`config.mk`:
```
export PLATFORM = sky130hd
export DESIGN_NAME = serial_frame_tx
export DESIGN_NICKNAME = d
export VERILOG_FILES = /design/src/rtl/sftx_pkg.sv /design/src/rtl/sftx_bit_timer.sv /design/src/rtl/sftx_enc8b10b.sv /design/src/rtl/sftx_frame_seq.sv /design/src/rtl/sftx_shifter.sv /design/src/rtl/sftx_comp_drv.sv /design/src/rtl/serial_frame_tx.sv
export SDC_FILE = /design/constraint.sdc
export NUM_CORES = 1
export LEC_CHECK = 0
export ABC_AREA = 1
export CAP_MARGIN = 25
export CORE_UTILIZATION = 45
export CTS_CLUSTER_DIAMETER = 100
export DETAILED_ROUTE_END_ITERATION = 16
export SLEW_MARGIN = 20
export SYNTH_ARGS = -nofsm -noshare
export SYNTH_HDL_FRONTEND = slang
export SYNTH_SLANG_ARGS = --single-unit
```
`constraint.sdc`:
```
create_clock -name clk -period 16.05 [get_ports clk]
set_clock_uncertainty 0.15 [all_clocks]
set_input_delay 3.21 -clock clk [delete_from_list [all_inputs] [get_ports clk]]
set_output_delay 3.21 -clock clk [all_outputs]
set_load 0.05 [all_outputs]
```
`src/rtl/sftx_pkg.sv`:
```
package sftx_pkg;

    localparam logic [7:0] K28_1_BYTE = 8'h3C;

    typedef enum logic {
        ST_COMMA = 1'b0,
        ST_DATA  = 1'b1
    } seq_state_t;

    typedef enum logic {
        DRV_RUN  = 1'b0,
        DRV_DEAD = 1'b1
    } drv_state_t;

    // Reverse a 10-bit code group so that bit a lands in bit 0.
    function automatic logic [9:0] rev10(input logic [9:0] v);
        logic [9:0] r;
        for (int i = 0; i < 10; i++) begin
            r[i] = v[9 - i];
        end
        return r;
    endfunction

    // Reset contents of the payload array.
    function automatic logic [7:0] default_byte(input int idx);
        unique case (idx)
            0:       return 8'h01;
            1:       return 8'h05;
            2:       return 8'h01;
            default: return 8'h00;
        endcase
    endfunction

    // Comma at negative disparity, already reversed for shifting.
    localparam logic [9:0] COMMA_NEG_REV = rev10(10'b0011111001);

endpackage

```
`src/rtl/sftx_bit_timer.sv`:
```
module sftx_bit_timer #(
    parameter int PRESCALE = 48,
    parameter int PERIOD   = 800
) (
    input  logic clk,
    input  logic rst_n,
    output logic bit_stb
);
    localparam int PW = $clog2(PRESCALE > 1 ? PRESCALE : 2);
    localparam int CW = $clog2(PERIOD > 1 ? PERIOD : 2);

    logic [PW-1:0] pre_q;
    logic [CW-1:0] per_q;
    logic          tick;

    assign tick    = (pre_q == PW'(PRESCALE - 1));
    assign bit_stb = tick && (per_q == CW'(PERIOD - 1));

    always_ff @(posedge clk) begin
        if (!rst_n) begin
            pre_q <= '0;
            per_q <= '0;
        end else begin
            pre_q <= tick ? '0 : pre_q + 1'b1;
            if (tick) begin
                per_q <= (per_q == CW'(PERIOD - 1)) ? '0 : per_q + 1'b1;
            end
        end
    end

endmodule

```
`src/rtl/sftx_enc8b10b.sv`:
```
module sftx_enc8b10b (
    input  logic [7:0] din,
    input  logic       is_k,
    input  logic       rd_in,
    output logic [9:0] code,
    output logic       rd_out
);
    logic [4:0] x;
    logic [2:0] y;
    logic [5:0] t6, c6;
    logic [3:0] t4, c4;
    logic       rd_mid;
    logic       alt7;

    always_comb begin
        x = din[4:0];
        y = din[7:5];

        // 5b/6b, listed at negative disparity
        unique case (x)
            5'd0:  t6 = 6'b100111;
            5'd1:  t6 = 6'b011101;
            5'd2:  t6 = 6'b101101;
            5'd3:  t6 = 6'b110001;
            5'd4:  t6 = 6'b110101;
            5'd5:  t6 = 6'b101001;
            5'd6:  t6 = 6'b011001;
            5'd7:  t6 = 6'b111000;
            5'd8:  t6 = 6'b111001;
            5'd9:  t6 = 6'b100101;
            5'd10: t6 = 6'b010101;
            5'd11: t6 = 6'b110100;
            5'd12: t6 = 6'b001101;
            5'd13: t6 = 6'b101100;
            5'd14: t6 = 6'b011100;
            5'd15: t6 = 6'b010111;
            5'd16: t6 = 6'b011011;
            5'd17: t6 = 6'b100011;
            5'd18: t6 = 6'b010011;
            5'd19: t6 = 6'b110010;
            5'd20: t6 = 6'b001011;
            5'd21: t6 = 6'b101010;
            5'd22: t6 = 6'b011010;
            5'd23: t6 = 6'b111010;
            5'd24: t6 = 6'b110011;
            5'd25: t6 = 6'b100110;
            5'd26: t6 = 6'b010110;
            5'd27: t6 = 6'b110110;
            5'd28: t6 = 6'b001110;
            5'd29: t6 = 6'b101110;
            5'd30: t6 = 6'b011110;
            5'd31: t6 = 6'b101011;
        endcase
        if (is_k) begin
            t6 = 6'b001111;
        end
        c6     = (rd_in && (($countones(t6) != 3) || (x == 5'd7 && !is_k))) ? ~t6 : t6;
        rd_mid = rd_in ^ ($countones(t6) != 3);

        alt7 = (y == 3'd7) && (is_k ||
               (!rd_mid && (x == 5'd17 || x == 5'd18 || x == 5'd20)) ||
               ( rd_mid && (x == 5'd11 || x == 5'd13 || x == 5'd14)));

        // 3b/4b, listed at negative disparity
        unique case (y)
            3'd0: t4 = 4'b1011;
            3'd1: t4 = 4'b1001;
            3'd2: t4 = 4'b0101;
            3'd3: t4 = 4'b1100;
            3'd4: t4 = 4'b1101;
            3'd5: t4 = 4'b1010;
            3'd6: t4 = 4'b0110;
            3'd7: t4 = alt7 ? 4'b0111 : 4'b1110;
        endcase
        if (is_k && (y == 3'd1 || y == 3'd2 || y == 3'd5 || y == 3'd6)) begin
            t4 = ~t4;
        end
        c4     = (rd_mid && (($countones(t4) != 2) || y == 3'd3 || is_k)) ? ~t4 : t4;
        rd_out = rd_mid ^ ($countones(t4) != 2);
        code   = {c6, c4};
    end

endmodule

```
`src/rtl/sftx_frame_seq.sv`:
```
module sftx_frame_seq
    import sftx_pkg::*;
#(
    parameter int NBYTES = 3,
    localparam int IW = $clog2(NBYTES > 1 ? NBYTES : 2)
) (
    input  logic          clk,
    input  logic          rst_n,
    input  logic          take,
    input  logic          pay_we,
    input  logic [IW-1:0] pay_idx,
    input  logic [7:0]    pay_data,
    output logic [9:0]    hold_q,
    output logic          hold_vld
);
    localparam logic [IW-1:0] LAST = IW'(NBYTES - 1);

    seq_state_t    st_q, st_d;
    logic [7:0]    stg_q   [NBYTES];
    logic [7:0]    frame_q [NBYTES];
    logic [IW-1:0] idx_q;
    logic          rd_q;
    logic          fill;
    logic [7:0]    enc_din;
    logic          enc_k;
    logic [9:0]    enc_code;
    logic          enc_rd;

    assign fill = !hold_vld;

    always_comb begin
        enc_k   = (st_q == ST_COMMA);
        enc_din = enc_k ? K28_1_BYTE : frame_q[idx_q];
    end

    sftx_enc8b10b u_enc (
        .din    (enc_din),
        .is_k   (enc_k),
        .rd_in  (rd_q),
        .code   (enc_code),
        .rd_out (enc_rd)
    );

    // next state: comma-done, next-byte, frame-done
    always_comb begin
        st_d = st_q;
        if (fill) begin
            unique case (st_q)
                ST_COMMA: st_d = ST_DATA;
                ST_DATA:  st_d = (idx_q == LAST) ? ST_COMMA : ST_DATA;
            endcase
        end
    end

    always_ff @(posedge clk) begin
        if (!rst_n) begin
            st_q <= ST_COMMA;
        end else begin
            st_q <= st_d;
        end
    end

    always_ff @(posedge clk) begin
        if (!rst_n) begin
            for (int i = 0; i < NBYTES; i++) begin
                stg_q[i]   <= default_byte(i);
                frame_q[i] <= default_byte(i);
            end
            idx_q    <= '0;
            rd_q     <= 1'b0;
            hold_q   <= '0;
            hold_vld <= 1'b0;
        end else begin
            if (pay_we && (int'(pay_idx) < NBYTES)) begin
                stg_q[pay_idx] <= pay_data;
            end
            if (take) begin
                hold_vld <= 1'b0;
            end else if (fill) begin
                hold_q   <= rev10(enc_code);
                hold_vld <= 1'b1;
                rd_q     <= enc_rd;
                if (st_q == ST_COMMA) begin
                    frame_q <= stg_q;
                    idx_q   <= '0;
                end else begin
                    idx_q <= (idx_q == LAST) ? '0 : idx_q + 1'b1;
                end
            end
        end
    end

    AST_REFILL_NEXT: assert property (@(posedge clk) disable iff (!rst_n)
        $fell(hold_vld) |=> hold_vld);
    AST_GROUP_WEIGHT: assert property (@(posedge clk) disable iff (!rst_n)
        $rose(hold_vld) |-> ($countones(hold_q) >= 4 && $countones(hold_q) <= 6));
    AST_TAKE_HAS_DATA: assert property (@(posedge clk) disable iff (!rst_n)
        take |-> hold_vld);

endmodule

```
`src/rtl/sftx_shifter.sv`:
```
module sftx_shifter
    import sftx_pkg::*;
(
    input  logic       clk,
    input  logic       rst_n,
    input  logic       bit_stb,
    input  logic [9:0] hold_q,
    input  logic       hold_vld,
    output logic       take,
    output logic       line_q,
    output logic       underrun
);
    logic [10:0] sreg_q;
    logic [10:0] cur;
    logic        empty;

    assign empty = (sreg_q == 11'd1);
    assign take  = bit_stb && empty && hold_vld;

    always_comb begin
        if (!empty) begin
            cur = sreg_q;
        end else if (hold_vld) begin
            cur = {1'b1, hold_q};
        end else begin
            cur = {1'b1, COMMA_NEG_REV};
        end
    end

    always_ff @(posedge clk) begin
        if (!rst_n) begin
            sreg_q   <= 11'd1;
            line_q   <= 1'b0;
            underrun <= 1'b0;
        end else if (bit_stb) begin
            line_q <= cur[0];
            sreg_q <= {1'b0, cur[10:1]};
            if (empty && !hold_vld) begin
                underrun <= 1'b1;
            end
        end
    end

    AST_NO_STARVE: assert property (@(posedge clk) disable iff (!rst_n)
        (bit_stb && empty) |-> hold_vld);
    AST_LINE_ONLY_ON_STB: assert property (@(posedge clk) disable iff (!rst_n)
        !bit_stb |=> $stable(line_q));

endmodule

```
`src/rtl/sftx_comp_drv.sv`:
```
module sftx_comp_drv
    import sftx_pkg::*;
#(
    parameter int DW = 4800
) (
    input  logic clk,
    input  logic rst_n,
    input  logic line_in,
    output logic out_p,
    output logic out_n
);
    localparam int CNTW = $clog2(DW + 1);

    drv_state_t      st_q, st_d;
    logic            lvl_q;
    logic [CNTW-1:0] cnt_q;

    // next state: level-change, dead-expired
    always_comb begin
        st_d = st_q;
        unique case (st_q)
            DRV_RUN:  if (line_in != lvl_q) st_d = DRV_DEAD;
            DRV_DEAD: if (cnt_q == CNTW'(DW - 1)) st_d = DRV_RUN;
        endcase
    end

    always_ff @(posedge clk) begin
        if (!rst_n) begin
            st_q <= DRV_RUN;
        end else begin
            st_q <= st_d;
        end
    end

    always_ff @(posedge clk) begin
        if (!rst_n) begin
            lvl_q <= 1'b0;
            cnt_q <= '0;
        end else if (st_q == DRV_RUN) begin
            if (line_in != lvl_q) begin
                lvl_q <= line_in;
                cnt_q <= '0;
            end
        end else begin
            cnt_q <= cnt_q + 1'b1;
        end
    end

    always_comb begin
        unique case (st_q)
            DRV_RUN: begin
                out_p = lvl_q;
                out_n = !lvl_q;
            end
            DRV_DEAD: begin
                out_p = 1'b0;
                out_n = 1'b0;
            end
        endcase
    end

    AST_DEAD_ON_EDGE: assert property (@(posedge clk) disable iff (!rst_n)
        (st_q == DRV_RUN && line_in != lvl_q) |=> (!out_p && !out_n));
    AST_P_BREAK_FIRST: assert property (@(posedge clk) disable iff (!rst_n)
        $rose(out_p) |-> $past(!out_n));
    AST_N_BREAK_FIRST: assert property (@(posedge clk) disable iff (!rst_n)
        $rose(out_n) |-> $past(!out_p));

endmodule

```
`src/rtl/serial_frame_tx.sv`:
```
module serial_frame_tx #(
    parameter int PRESCALE = 48,
    parameter int PERIOD   = 800,
    parameter int DEAD     = 100,
    parameter int NBYTES   = 3,
    localparam int IW = $clog2(NBYTES > 1 ? NBYTES : 2)
) (
    input  logic          clk,
    input  logic          rst_n,
    input  logic          pay_we,
    input  logic [IW-1:0] pay_idx,
    input  logic [7:0]    pay_data,
    output logic          line_p,
    output logic          line_n,
    output logic          underrun
);
    localparam int DW = DEAD * PRESCALE;

    logic       bit_stb;
    logic       take;
    logic [9:0] hold_q;
    logic       hold_vld;
    logic       line_q;

    sftx_bit_timer #(
        .PRESCALE (PRESCALE),
        .PERIOD   (PERIOD)
    ) u_timer (
        .clk     (clk),
        .rst_n   (rst_n),
        .bit_stb (bit_stb)
    );

    sftx_frame_seq #(
        .NBYTES (NBYTES)
    ) u_seq (
        .clk      (clk),
        .rst_n    (rst_n),
        .take     (take),
        .pay_we   (pay_we),
        .pay_idx  (pay_idx),
        .pay_data (pay_data),
        .hold_q   (hold_q),
        .hold_vld (hold_vld)
    );

    sftx_shifter u_shift (
        .clk      (clk),
        .rst_n    (rst_n),
        .bit_stb  (bit_stb),
        .hold_q   (hold_q),
        .hold_vld (hold_vld),
        .take     (take),
        .line_q   (line_q),
        .underrun (underrun)
    );

    sftx_comp_drv #(
        .DW (DW)
    ) u_drv (
        .clk     (clk),
        .rst_n   (rst_n),
        .line_in (line_q),
        .out_p   (line_p),
        .out_n   (line_n)
    );

    AST_PAIR_EXCLUSIVE: assert property (@(posedge clk) disable iff (!rst_n)
        !(line_p && line_n));

endmodule

```
== Yosys cells after proc, flatten, opt, wreduce, memory -nomap -nowiden ==
Memory sizes are Yosys's and may differ from the RTL's.
Index checks and enable logic that the tools add are counted.

* Bits in read-only memories: 192
* Output and inout port bits: 3
* Input port bits: 13
* Word-level logic and storage cells: 133
* Register bits after elaboration: 106
* Memories: 1

* Bitwise gates (word level): 12
* Equal/unequal tests: 22
* Mux-type cells: 28
* $lt $le $gt $ge: 4
* $add $sub $neg: 12
* Reduce and logical (&&, ||, !) cells: 35

{| class="wikitable"
|+ Memories
! name !! depth !! bits a word !! rd ports !! clocked after memory_dff !! wr ports !! RTL line !! source
|-
| (no name shown) || 32 || 6 || 1 || 0 || 0 || sftx_enc8b10b.sv:20 || <nowiki>unique case (x)</nowiki>
|}

{| class="wikitable"
|+ Operators with widths
! operator !! number
|-
| $add 32x2->32 || 2
|-
| $mux 8 || 4
|-
| $ne 32x3->1 const B || 1
|-
| $pmux 4 s8 || 1
|-
| $mux 13 || 2
|-
| $bwmux 24 || 1
|-
| $mux 10 || 2
|-
| $bmux 8 s2 || 1
|-
| $demux 8 s2 || 1
|-
| $eq 5x4->1 const B || 3
|-
| $eq 5x5->1 const B || 3
|-
| $add 13x1->13 const B || 1
|-
| $eq 13x13->1 const B || 1
|-
| $logic_and 1x1->1 || 13
|-
| $eq 3x3->1 const B || 4
|-
| $logic_or 1x1->1 || 12
|-
| $mux 4 || 3
|-
| $mux 6 || 2
|-
| $mux 11 || 1
|-
| $add 1x1->2 || 5
|-
| $add 10x1->10 const B || 1
|-
| $eq 10x1->1 const B || 1
|-
| $eq 10x10->1 const B || 1
|-
| $not 4->4 || 2
|-
| 26 further kinds || 45
|}

== Depth between registers and ports, before layout ==
An unclocked memory read counts as a cell.

* Depth after elaboration: 28
* Depth in mapped cells: 39
* Mapped depth without buffers: 39

== Cells and area by module ==
A second synthesis with hierarchy kept.

* Cells, all modules: 868
* Area total of the unflattened synthesis: 5779.3 um2

{| class="wikitable"
|+ By module, submodules not included
! module !! cells an instance !! area an instance (um2) !! times used
|-
| sftx_frame_seq || 391 || 2633.8 || 1
|-
| sftx_enc8b10b || 147 || 924.6 || 1
|-
| sftx_comp_drv || 126 || 829.5 || 1
|-
| sftx_bit_timer || 111 || 782.0 || 1
|-
| sftx_shifter || 93 || 609.3 || 1
|}

== Least setup slack after synthesis ==
No wires, ideal clock.

* Kind: register to register
* Start: register u_seq.idx_q[0]
* End: register u_seq.rd_q
* Path buffers: 0
* Cell stages (with the launch flop): 38
* Data required time: 15785 ps
* Slack: 10011 ps
* Arrival time: 5774 ps
* Path through: dfxtp_1 > nand2_1 > inv_2 > nand2_1 > nand3_1 > nand2_1 > inv_1 > ha_1 > o21a_1 > nand3_1 > nand2_1 > nand3_1 > ha_1 > fa_1 > inv_1 > fa_1 > inv_1 > fa_1 > (+2 left out) > nand2_1 > nor2_1 > nor2_1 > inv_1 > nor2_1 > nand2_1 > nand3_1 > nand2_1 > nand2_1 > nand2_1 > nand2_1 > fa_1 > ha_1 > ha_1 > nor3b_1 > xnor2_1 > o21ai_0 > inv_1

* Cells in the longest elaborated chain, start to end: 25

{| class="wikitable"
|+ Ends and longest elaborated chain
! item !! RTL line !! source
|-
| start: declaration || sftx_frame_seq.sv:21 || <nowiki>logic [IW-1:0] idx_q;</nowiki>
|-
| start signal: assignment || sftx_frame_seq.sv:87 || <nowiki>idx_q <= (idx_q == LAST) ? '0 : idx_q + 1'b1;</nowiki>
|-
| $not 2->3 (implied by the code) * || sftx_frame_seq.sv:33 || <nowiki>enc_din = enc_k ? K28_1_BYTE : frame_q[idx_q];</nowiki>
|-
| $bmux 8 s2 * || sftx_frame_seq.sv:33 ||
|-
| $mux 8 (implied by the code) * (2 in series) || sftx_frame_seq.sv:33 ||
|-
| $mux 8 * || sftx_frame_seq.sv:33 ||
|-
| $mem_v2 32x6 || -- ||
|-
| $mux 6 || sftx_enc8b10b.sv:54 || <nowiki>if (is_k) begin</nowiki>
|-
| $add 1x1->2 (implied by the code) || sftx_enc8b10b.sv:58 || <nowiki>rd_mid = rd_in ^ ($countones(t6) != 3);</nowiki>
|-
| $add 32x2->32 (implied by the code) (2 in series) || sftx_enc8b10b.sv:58 ||
|-
| (+7 left out) || -- ||
|-
| $mux 4 || sftx_enc8b10b.sv:73 || <nowiki>3'd7: t4 = alt7 ? 4'b0111 : 4'b1110;</nowiki>
|-
| $pmux 4 s8 || sftx_enc8b10b.sv:65 || <nowiki>unique case (y)</nowiki>
|-
| $not 4->4 || sftx_enc8b10b.sv:76 || <nowiki>t4 = ~t4;</nowiki>
|-
| $mux 4 || sftx_enc8b10b.sv:75 || <nowiki>if (is_k && (y == 3'd1 || y == 3'd2 || y == 3'd5 || y == 3'd6)) begin</nowiki>
|-
| $add 1x1->2 (implied by the code) || sftx_enc8b10b.sv:79 || <nowiki>rd_out = rd_mid ^ ($countones(t4) != 2);</nowiki>
|-
| $add 2x2->3 (implied by the code) || sftx_enc8b10b.sv:79 ||
|-
| $ne 3x2->1 || sftx_enc8b10b.sv:79 ||
|-
| $xor 1x1->1 * || sftx_enc8b10b.sv:79 ||
|-
| end signal: assignment || sftx_frame_seq.sv:82 || <nowiki>rd_q <= enc_rd;</nowiki>
|-
| end: declaration || sftx_frame_seq.sv:22 || <nowiki>logic rd_q;</nowiki>
|}

Mark *: on every way between the ends. The rest lies on a longest branch, timed or not. The select of a mux whose other input is x is not followed.
A chain may end at the register's enable or synchronous reset.

== Worst setup path in the final report ==
* Start: register u_seq.st_q
* End: register u_seq.rd_q

* Cells in the longest elaborated chain, start to end: 21

{| class="wikitable"
|+ Ends and longest elaborated chain
! item !! RTL line !! source
|-
| start: declaration || sftx_frame_seq.sv:18 || <nowiki>seq_state_t st_q, st_d;</nowiki>
|-
| start signal: assignment || sftx_frame_seq.sv:59 || <nowiki>st_q <= st_d;</nowiki>
|-
| $mux 8 || sftx_frame_seq.sv:33 ||
|-
| $mem_v2 32x6 || -- ||
|-
| $mux 6 || sftx_enc8b10b.sv:54 ||
|-
| $add 1x1->2 (implied by the code) || sftx_enc8b10b.sv:58 ||
|-
| $add 32x2->32 (implied by the code) (2 in series) || sftx_enc8b10b.sv:58 ||
|-
| $ne 32x3->1 || sftx_enc8b10b.sv:58 ||
|-
| $xor 1x1->1 || sftx_enc8b10b.sv:58 ||
|-
| $logic_not 1->1 || sftx_enc8b10b.sv:61 || <nowiki>(!rd_mid && (x == 5'd17 || x == 5'd18 || x == 5'd20)) ||</nowiki>
|-
| (+4 left out) || -- ||
|-
| $mux 4 || sftx_enc8b10b.sv:73 ||
|-
| $pmux 4 s8 || sftx_enc8b10b.sv:65 ||
|-
| $not 4->4 || sftx_enc8b10b.sv:76 ||
|-
| $mux 4 || sftx_enc8b10b.sv:75 ||
|-
| $add 1x1->2 (implied by the code) || sftx_enc8b10b.sv:79 ||
|-
| $add 2x2->3 (implied by the code) || sftx_enc8b10b.sv:79 ||
|-
| $ne 3x2->1 || sftx_enc8b10b.sv:79 ||
|-
| $xor 1x1->1 * || sftx_enc8b10b.sv:79 ||
|}

Mark *: on every way between the ends. The rest lies on a longest branch, timed or not.

==> out/qor.csv <==
stage,metric,value,unit
global_routing,grt_pass1_vias,4578,
yosys,syn-num-nets,782,
critical_path,cp_slowest_cell,dfxtp_1,
finish,nNetsFinal,789,
finish,syn2layout_area_growth,10.0,%
timing,worst_pin_slew,0.877,ns
timing,rsz0062_at_grt,no,
timing,drv_slew,0,
clock_network,clock_sinks,106,
clock_network,numCtsBuffers,9,
critical_path,cp.required,16.15,ns
outcome,status,"finished, final reports clean",
clock_network,clkTransAtPathRegs,0.08,ns
floorplan,dieArea,12400,µm²
yosys,synth_seq_cells,106,
placement,placed_area,5620,µm²
finish,drive_gt1_frac,0.0672,
placement,place_inst,886,
yosys,syn_area,5370,µm²
timing,fmax,148,MHz
yosys,postSynthCellCount,747,
route,wl_met2,5.39,mm
critical_path,crit_fanout,23,
critical_path,cp-start-kind,flop,
placement,dp_hpwl,8.55,mm
timing,fin_ws,9.28,ns
timing,finalSetupTns,0,ns
floorplan,fp.dieH,111,µm
placement,pre_cts_slack,9.34,ns
global_routing,grt_antenna_before_repair,0,
global_routing,track_usage,0.207,
yosys,synth_area_per_cell,7.18,µm²
route,highest_layer,met4,
finish,final_cell_mix,"nand2_1, dfxtp_1, inv_1",
critical_path,end_kind,flop,
critical_path,criticalPathCategory,flop to flop,
clock_network,cts_hold_buf,0,
power,p_per_area,103,nW/µm²
global_routing,grt_max_degree,71,
timing,setup_viol,0,
finish,regArea,2120,µm²
route,drtPass1Iterations,5,
critical_path,crit_arrival,6.86,ns
clock_network,cts_tree,done,
floorplan,initial_core_util,0.466,
route,via_per_inst,5.32,
placement,numPortBuffers,15,
global_routing,grt_overflow_total,0,
yosys,yosys_warnings,0,
timing,final-hold-violation-count,0,
route,wl,11.7,mm
global_routing,grt_pass1_wl,20.8,mm
power,vdd_ir_drop_max,96.7,µV
finish,antenna_cells,0,
timing,period_minus_slack,6.77,ns
yosys,seq_area_frac_synth,0.395,
clock_network,postCtsResizedCells,0,
clock_network,clk_path_buf_depth,2,
finish,layout.cells.most_common,nand2_1,
flow_run,timing.max_cap.violations,0,
finish,fill_cells,1165,
floorplan,io_pins,16,
critical_path,cpPeakStageDelay,0.80,ns
route,avgRoutedWirePerCell,13.0,µm
route,initialDrtViolationCount,319,
placement,gp_congestion,0.851,
route,route.met3.wl,459,µm
clock_network,clk_latency,0.36,ns
route,num_vias,4797,
floorplan,design.core.area,11500,µm²
timing,maxSlewHeadroom,0.411,
yosys,ys_types,48,
clock_network,post_cts_buffers,0,
route,ant_nets,0,
finish,final_cell_area,5900,µm²
clock_network,cts_max_level,3,
floorplan,die_w,111,µm
critical_path,crit_path_frequent_cell,nand2_1,
power,p_leak,2.52,nW
worst_hold_path,hp-class,flop to flop,
route,drc,0,
timing,period_share,0.422,
floorplan,rows,39,
finish,multi_input_area,2780,µm²
finish,stdcell_count,902,
route,wl_met1,5.69,mm
clock_network,root_buffer,clkbuf_16,
[metal layers]
| metal | GRT usage | vias up |
|---|---|---|
| met2 | 0.342 | 103 |
| met4 | 0.0703 | 0 |
| met1 | 0.267 | 2196 |
| met5 | 0 | - |
| li1 | - | 2481 |
| met3 | 0.0421 | 17 |
[worst paths after layout]
kind,from,to,slack [ns],cells past startpoint
worst min register to register,u_seq.stg_q[1],u_seq.frame_q[1],0.31,2
worst min-delay path,u_seq.stg_q[1],u_seq.frame_q[1],0.31,2
worst max-delay path,u_seq.st_q,u_seq.rd_q,9.28,33
worst max register to register,u_seq.st_q,u_seq.rd_q,9.28,33
[sequential cells by signal (all words and copies together) (netlist names)]
signal	flops
u_seq.stg_q	24
u_seq.st_q	1
u_shift.sreg_q	10
u_drv.lvl_q	1
u_seq.hold_vld	1
u_timer.pre_q	6
u_drv.st_q	1
u_timer.per_q	10
u_shift.line_q	1
u_drv.cnt_q	13
u_seq.idx_q	2
u_seq.frame_q	24
u_seq.hold_q	10
u_seq.rd_q	1
u_shift.underrun	1
[per-stage QoR]
stage	hold WS, ns	utilization	total power, mW
floorplan	0.275	-	0.370
global placement	0.291	0.488	0.395
detailed placement	0.293	0.488	0.396
CTS	0.309	0.513	0.612
global route	0.328	0.513	0.641
finish	0.305	0.513	0.605
[cells by family after synthesis]
| family | count (synthesis) | share of synthesized area |
|---|---|---|
| compound gates | 159 | 0.166 |
| fa+ha+maj | 22 | 0.0569 |
| xor+xnor | 5 | 0.00816 |
| buf+inv | 121 | 0.0872 |
| simple gates | 334 | 0.286 |
| flops | 106 | 0.395 |
[worst max-delay path: cells and delay by family (launching register included)]
| kind | cells | cell delay (ns) |
|---|---|---|
| compound gates | 2 | 0.34 |
| xor+xnor | 1 | 0.10 |
| fa+ha+maj | 8 | 2.90 |
| buf+inv | 6 | 0.56 |
| flops | 1 | 0.80 |
| simple gates | 16 | 1.79 |
[Yosys cell counts, drive strengths merged]
cell type  instances  area, µm²
a211oi             6       45.0
a21o               1       7.51
a21oi             56        284
a22oi              1       7.51
a31oi              2       18.8
a41oi              1       8.76
and2               1       6.26
buf                5       30.0
clkbuf            16       60.1
clkinv             4       15.0
dfxtp            106       2120
fa                 4       80.1
ha                18        225
inv               96        363
nand2            143        577
nand3             63        320
nand4             11       68.8
nor2              89        404
nor3              11       55.1
nor3b              4       30.0
nor4               8       50.1
o2111ai            2       17.5
o211a              1       10.0
o211ai             3       22.5
o21a               5       37.5
o21ai             77        393
o221ai             2       23.8
o22ai              1       6.26
o311ai             1       8.76
or2                4       25.0
xnor2              3       26.3
xor2               2       17.5
[area by class of cell]
| cell class | instances | share of cell area |
|---|---|---|
| flip-flops and latches | 106 | 0.359 |
| well taps | 143 | 0.0303 |
| repair buffers | 17 | 0.0271 |
| clock buffers | 11 | 0.0411 |
| inverters | 100 | 0.0640 |
| clock inverters | 5 | 0.00763 |
| multi-input cells | 520 | 0.470 |
[power by group]
part | switching, mW | leakage [nW] | total, mW | internal, mW
logic | 0.0675 | 1.52 | 0.106 | 0.0385
registers | 0.00816 | 0.866 | 0.284 | 0.276
clock network | 0.103 | 0.138 | 0.215 | 0.112
total | 0.179 | 2.52 | 0.605 | 0.426
Power figures use the tool's default switching activity.
